**config.mk**
```make
export PLATFORM = sky130hd
export DESIGN_NAME = parity_dpram
export DESIGN_NICKNAME = d
export VERILOG_FILES = /design/src/rtl/parity_dpram_pkg.sv /design/src/rtl/parity_dpram_ctrl.sv /design/src/rtl/parity_dpram_dp.sv /design/src/rtl/parity_dpram.sv
export SDC_FILE = /design/constraint.sdc
export NUM_CORES = 1
export LEC_CHECK = 0
export ABC_AREA = 1
export BUFFER_PORTS_ARGS = -buffer_cell sky130_fd_sc_hd__buf_2
export CAP_MARGIN = 20
export CORE_MARGIN = 5
export CORE_UTILIZATION = 33
export CTS_CLUSTER_DIAMETER = 50
export DETAILED_ROUTE_END_ITERATION = 8
export GPL_TIMING_DRIVEN = 0
export PLACE_DENSITY = 0.55
export SLEW_MARGIN = 25
export SYNTH_ARGS = -nofsm -noshare
export SYNTH_HDL_FRONTEND = slang
export SYNTH_SLANG_ARGS = --single-unit
```
**constraint.sdc**
```tcl
create_clock -name clk -period 5.8 [get_ports clk]
set_input_delay 0 -clock clk [delete_from_list [all_inputs] [get_ports clk]]
set_output_delay 0 -clock clk [all_outputs]
set_load 0.005 [all_outputs]
```
**src/rtl/parity_dpram_pkg.sv**
```systemverilog
package parity_dpram_pkg;

  typedef enum logic {
    RD_OLD = 1'b0,
    RD_NEW = 1'b1
  } rdMode_e;

  typedef struct packed {
    logic wrStb;
    logic flipPar;
    logic rdStb;
    logic outLive;
  } ctrlStrb_t;

endpackage

```
**src/rtl/parity_dpram_ctrl.sv**
```systemverilog
module parity_dpram_ctrl (
  input  logic                        clk,
  input  logic                        rstN,
  input  logic                        wrEn,
  input  logic                        injFlip,
  input  logic                        rdEn,
  output parity_dpram_pkg::ctrlStrb_t strb
);

  logic liveQ;

  // Output is forced to zero until the first accepted read.
  always_ff @(posedge clk) begin
    if (!rstN) begin
      liveQ <= 1'b0;
    end else if (rdEn) begin
      liveQ <= 1'b1;
    end
  end

  always_comb begin
    strb.wrStb   = wrEn;
    strb.flipPar = wrEn & injFlip;
    strb.rdStb   = rdEn;
    strb.outLive = liveQ;
  end

endmodule

```
**src/rtl/parity_dpram_dp.sv**
```systemverilog
module parity_dpram_dp #(
  parameter int ADDR_W = 6,
  parameter int DATA_W = 8,
  parameter parity_dpram_pkg::rdMode_e RD_MODE = parity_dpram_pkg::RD_OLD
) (
  input  logic                        clk,
  input  logic                        rstN,
  input  parity_dpram_pkg::ctrlStrb_t strb,
  input  logic [ADDR_W-1:0]           wrAddr,
  input  logic [DATA_W-1:0]           wrData,
  input  logic [ADDR_W-1:0]           rdAddr,
  output logic [DATA_W-1:0]           rdData,
  output logic                        parityErr
);

  localparam int DEPTH  = 1 << ADDR_W;
  localparam int WORD_W = DATA_W + 1;

  logic [WORD_W-1:0] memArr [DEPTH];
  logic              wrPar;

  // Even parity over the stored word, optionally inverted for injection.
  assign wrPar = (^wrData) ^ strb.flipPar;

  // Array: no reset.
  always_ff @(posedge clk) begin
    if (strb.wrStb) begin
      memArr[wrAddr] <= {wrPar, wrData};
    end
  end

  generate
    if (RD_MODE == parity_dpram_pkg::RD_NEW) begin : g_newData
      logic [ADDR_W-1:0] rdAddrQ;
      logic [WORD_W-1:0] lookWord;

      always_ff @(posedge clk) begin
        if (!rstN) begin
          rdAddrQ <= '0;
        end else if (strb.rdStb) begin
          rdAddrQ <= rdAddr;
        end
      end

      assign lookWord  = memArr[rdAddrQ];
      assign rdData    = strb.outLive ? lookWord[DATA_W-1:0] : '0;
      assign parityErr = strb.outLive & (^lookWord);
    end else begin : g_oldData
      logic [DATA_W-1:0] dataQ;
      logic              errQ;

      always_ff @(posedge clk) begin
        if (!rstN) begin
          dataQ <= '0;
          errQ  <= 1'b0;
        end else if (strb.rdStb) begin
          dataQ <= memArr[rdAddr][DATA_W-1:0];
          errQ  <= ^memArr[rdAddr];
        end
      end

      assign rdData    = strb.outLive ? dataQ : '0;
      assign parityErr = strb.outLive & errQ;
    end
  endgenerate

endmodule

```
**src/rtl/parity_dpram.sv**
```systemverilog
module parity_dpram #(
  parameter int ADDR_W = 6,
  parameter int DATA_W = 8,
  parameter parity_dpram_pkg::rdMode_e RD_MODE = parity_dpram_pkg::RD_OLD
) (
  input  logic              clk,
  input  logic              rstN,
  input  logic              wrEn,
  input  logic [ADDR_W-1:0] wrAddr,
  input  logic [DATA_W-1:0] wrData,
  input  logic              injFlip,
  input  logic              rdEn,
  input  logic [ADDR_W-1:0] rdAddr,
  output logic [DATA_W-1:0] rdData,
  output logic              parityErr
);

  parity_dpram_pkg::ctrlStrb_t strb;

  parity_dpram_ctrl i_ctrl (
    .clk     (clk),
    .rstN    (rstN),
    .wrEn    (wrEn),
    .injFlip (injFlip),
    .rdEn    (rdEn),
    .strb    (strb)
  );

  parity_dpram_dp #(
    .ADDR_W  (ADDR_W),
    .DATA_W  (DATA_W),
    .RD_MODE (RD_MODE)
  ) i_dp (
    .clk       (clk),
    .rstN      (rstN),
    .strb      (strb),
    .wrAddr    (wrAddr),
    .wrData    (wrData),
    .rdAddr    (rdAddr),
    .rdData    (rdData),
    .parityErr (parityErr)
  );

endmodule

```
==> flow_metrics.tcl <==
set metrics [dict create \
    vdd_drop_max_mv 0.2586 \
    path_max_fanout 65 \
    path_cells "dlygate4sd3_1, buf_4, xnor2_1, xnor2_1, xor2_1, xnor2_2, buf_4, buf_6, buf_6" \
    gp_congestion 0.9137 \
    drv_cap 0 \
    grt_antenna_before_repair 3 \
    io_buffers 23 \
    synth_warnings 0 \
    yosys.area.top_type "edfxtp_1" \
    fin_ws_ns 3.281 \
    place_area_um2 26020 \
    power_frac_seq 0.507 \
    drive_gt1_frac 0.1355 \
    synth_seq_cells 586 \
    wirelength_um 85460 \
    async_flop_share 0 \
    die_height_um 280.6 \
    cts_tree "done" \
    final_core_util 0.3857 \
    fmax_mhz 396.9 \
    grt_pass1_wl_um 120200 \
    finalCritPeriodShare 0.4344 \
    path_class "input port to flop" \
    tightest_slew_ns 1.130 \
    route.antenna.remaining_nets 0 \
    p_int_mw 7.097 \
    placedCellCount 3112 \
    status "completed" \
    setup_viol 0 \
    cts-root-buf "clkbuf_16" \
    slew_violations 0 \
    num_rows 99 \
    clk_latency_ns 0.66 \
    synth_edf_count 576 \
    p_sw_frac 0.2437 \
    tns_ns 0 \
    hp-class "input port to flop" \
    stdcell_count 3236 \
    area_delta_synth_final_pct 16.29 \
    start_util 0.3317 \
    cts_buffer_depth 3 \
    grt_max_degree 66 \
    synth-main-ff-cell "edfxtp_1" \
    finalClockSkew_ns 0.02718 \
    grt_usage 0.2111 \
    worst-path-buf-inv 5 \
    drtIter0Drc 2803 \
    vias_per_cell 5.435 \
    cp-start-kind "input port" \
    critical_path_required_ns 6.28 \
    synth-seq-area-share 0.7243 \
    post-route-min-period_ns 2.519 \
    syn_area_per_cell_um2 11.56 \
    pwr-share-comb 0.082 \
    dp_slack_ns 2.911 \
    syn-cell-area_um2 24160 \
    dp_hpwl_um 58000 \
    synthCells 2089 \
    rsz0062_at_grt "no" \
    core_um2 72830 \
    slew_headroom 0.2438 \
    first_pass_iters 5 \
    pin_count 34 \
    cts_setup_buffers 0 \
    cts_buffers 61 \
    synth.area.top_cells "edfxtp_1 72%, nand2_1 12%, nand3_1 9.3%" \
    switchingPower_mw 2.286 \
    dr_total_vias 17587 \
    leakagePower_nw 10.16 \
    synth_top_cell_area_share 0.7160 \
    synth_nets 2114 \
    cts_sinks 586 \
    cp_top_family "buffers and inverters" \
    synth_common_cells "741 x nand2_1, 576 x edfxtp_1, 450 x nand3_1, 63 x buf_2, 62 x nor2_1" \
    avgRoutedWirePerCell_um 26.41 \
    fin_area_um2 28090 \
    nets 2252 \
    end_kind "flop" \
    grt_overflow 0 \
    die_area_um2 78710 \
    clk_pin_slew_ns 0.06 \
    h-tree-depth 2 \
    cpPeakStageDelay_ns 0.58 \
    dieWidth_um 280.6 \
    synth_cell_types 25 \
    drcViolationCount 0 \
    crit_slowest_cell "buf_4" \
    finalHoldViolCount 0 \
    yosysMostFrequentCell "nand2_1" \
    clkPwrFrac 0.411 \
    power_density_nw_per_um2 334.0 \
    cp.arrival_ns 3.00 \
    grt_pass1_vias 16228 \
]
[power by group through the flow]
stage	logic [mW]	clock network (mW)	registers, mW
2_1_floorplan	0.389	0	4.85
3_3_place_gp	0.699	0	4.86
3_5_place_dp	0.744	0	4.85
4_1_cts	0.752	3.88	4.76
5_1_grt	0.816	4.04	4.76
6_report	0.768	3.86	4.76
[path summary, 6_finish.rpt]
check / from / to / slack (ns) / depth (start not counted)
worst min-delay path: wrAddr[2] / i_dp.memArr[48][8] / 0.11 / 2
worst max-delay path: wrData[4] / i_dp.memArr[62][8] / 3.28 / 9
worst max register to register: i_dp.memArr[3][1] / i_dp.g_oldData.errQ / 3.50 / 18
worst min register to register: i_dp.g_oldData.dataQ[0] / i_dp.g_oldData.dataQ[0] / 0.49 / 2
[state kept, by name, indices dropped and copies added (netlist names)]
| signal | flops |
|---|---|
| i_dp.g_oldData.dataQ | 8 |
| i_dp.g_oldData.errQ | 1 |
| i_ctrl.liveQ | 1 |
| i_dp.memArr | 576 |
[cells in the final DEF (no fill, tap or decap), types with 2 or more instances in the layout]
master	n
a21oi_1	20
a221o_1	4
a221oi_1	2
a32o_1	8
buf_1	13
buf_2	97
buf_4	26
buf_6	24
buf_8	3
bufinv_16	5
clkbuf_1	41
clkbuf_16	61
clkinv_1	15
clkinv_2	10
clkinv_4	3
clkinv_8	2
dfxtp_1	10
diode_2	4
dlygate4sd3_1	11
edfxtp_1	576
inv_1	31
inv_2	8
inv_6	2
nand2_1	741
nand3_1	450
nand4_1	9
nor2_1	7
nor2_2	55
nor4_2	8
o211ai_1	16
o21ai_0	3
xnor2_1	6
[timing repair]
item,in CTS,in global routing
gates resized for setup,0,0
endpoints found under the hold margin,365,64
hold buffers,10,1
[through the flow]
| step | hold slack (ns) | total power, mW |
|---|---|---|
| after floorplan | 0.09887 | 5.240 |
| after global placement | 0.3886 | 5.559 |
| after detailed placement | 0.4090 | 5.591 |
| after CTS | 0.04389 | 9.385 |
| after global routing | 0.09271 | 9.618 |
| final | 0.1052 | 9.384 |
[routing by layer]
layer / track usage / up-vias / routed length (um)
met1: 0.3043 / 8751 / 35700
met5: 0 / - / 0
met2: 0.3217 / 1030 / 37630
li1: - / 7631 / -
met4: 0.05913 / 0 / 2721
met3: 0.04968 / 175 / 9410
[cell type report]
cell class	count	area [um^2]
fill	6975	44740
buffer	128	675.6
clock buffer	73	1572
inverter	43	163.9
tap	959	1200
multi-input combinational	1332	6016
clock inverter	36	371.6
timing repair buffer	75	588.1
antenna	4	10.01
sequential	586	17500
[kinds of logic (layout without fill, tap and decap cells)]
family	count (synthesis)	count (layout)	share of synthesized area
AND/OR/NAND/NOR	1270	1270	0.2224
XOR/XNOR	8	8	0.002901
flip-flops	586	586	0.7243
other	0	4	0
buffers and inverters	171	355	0.03475
AO/OA/AOI/OAI	54	54	0.01564
No activity file was read; power rests on OpenSTA's default activity.
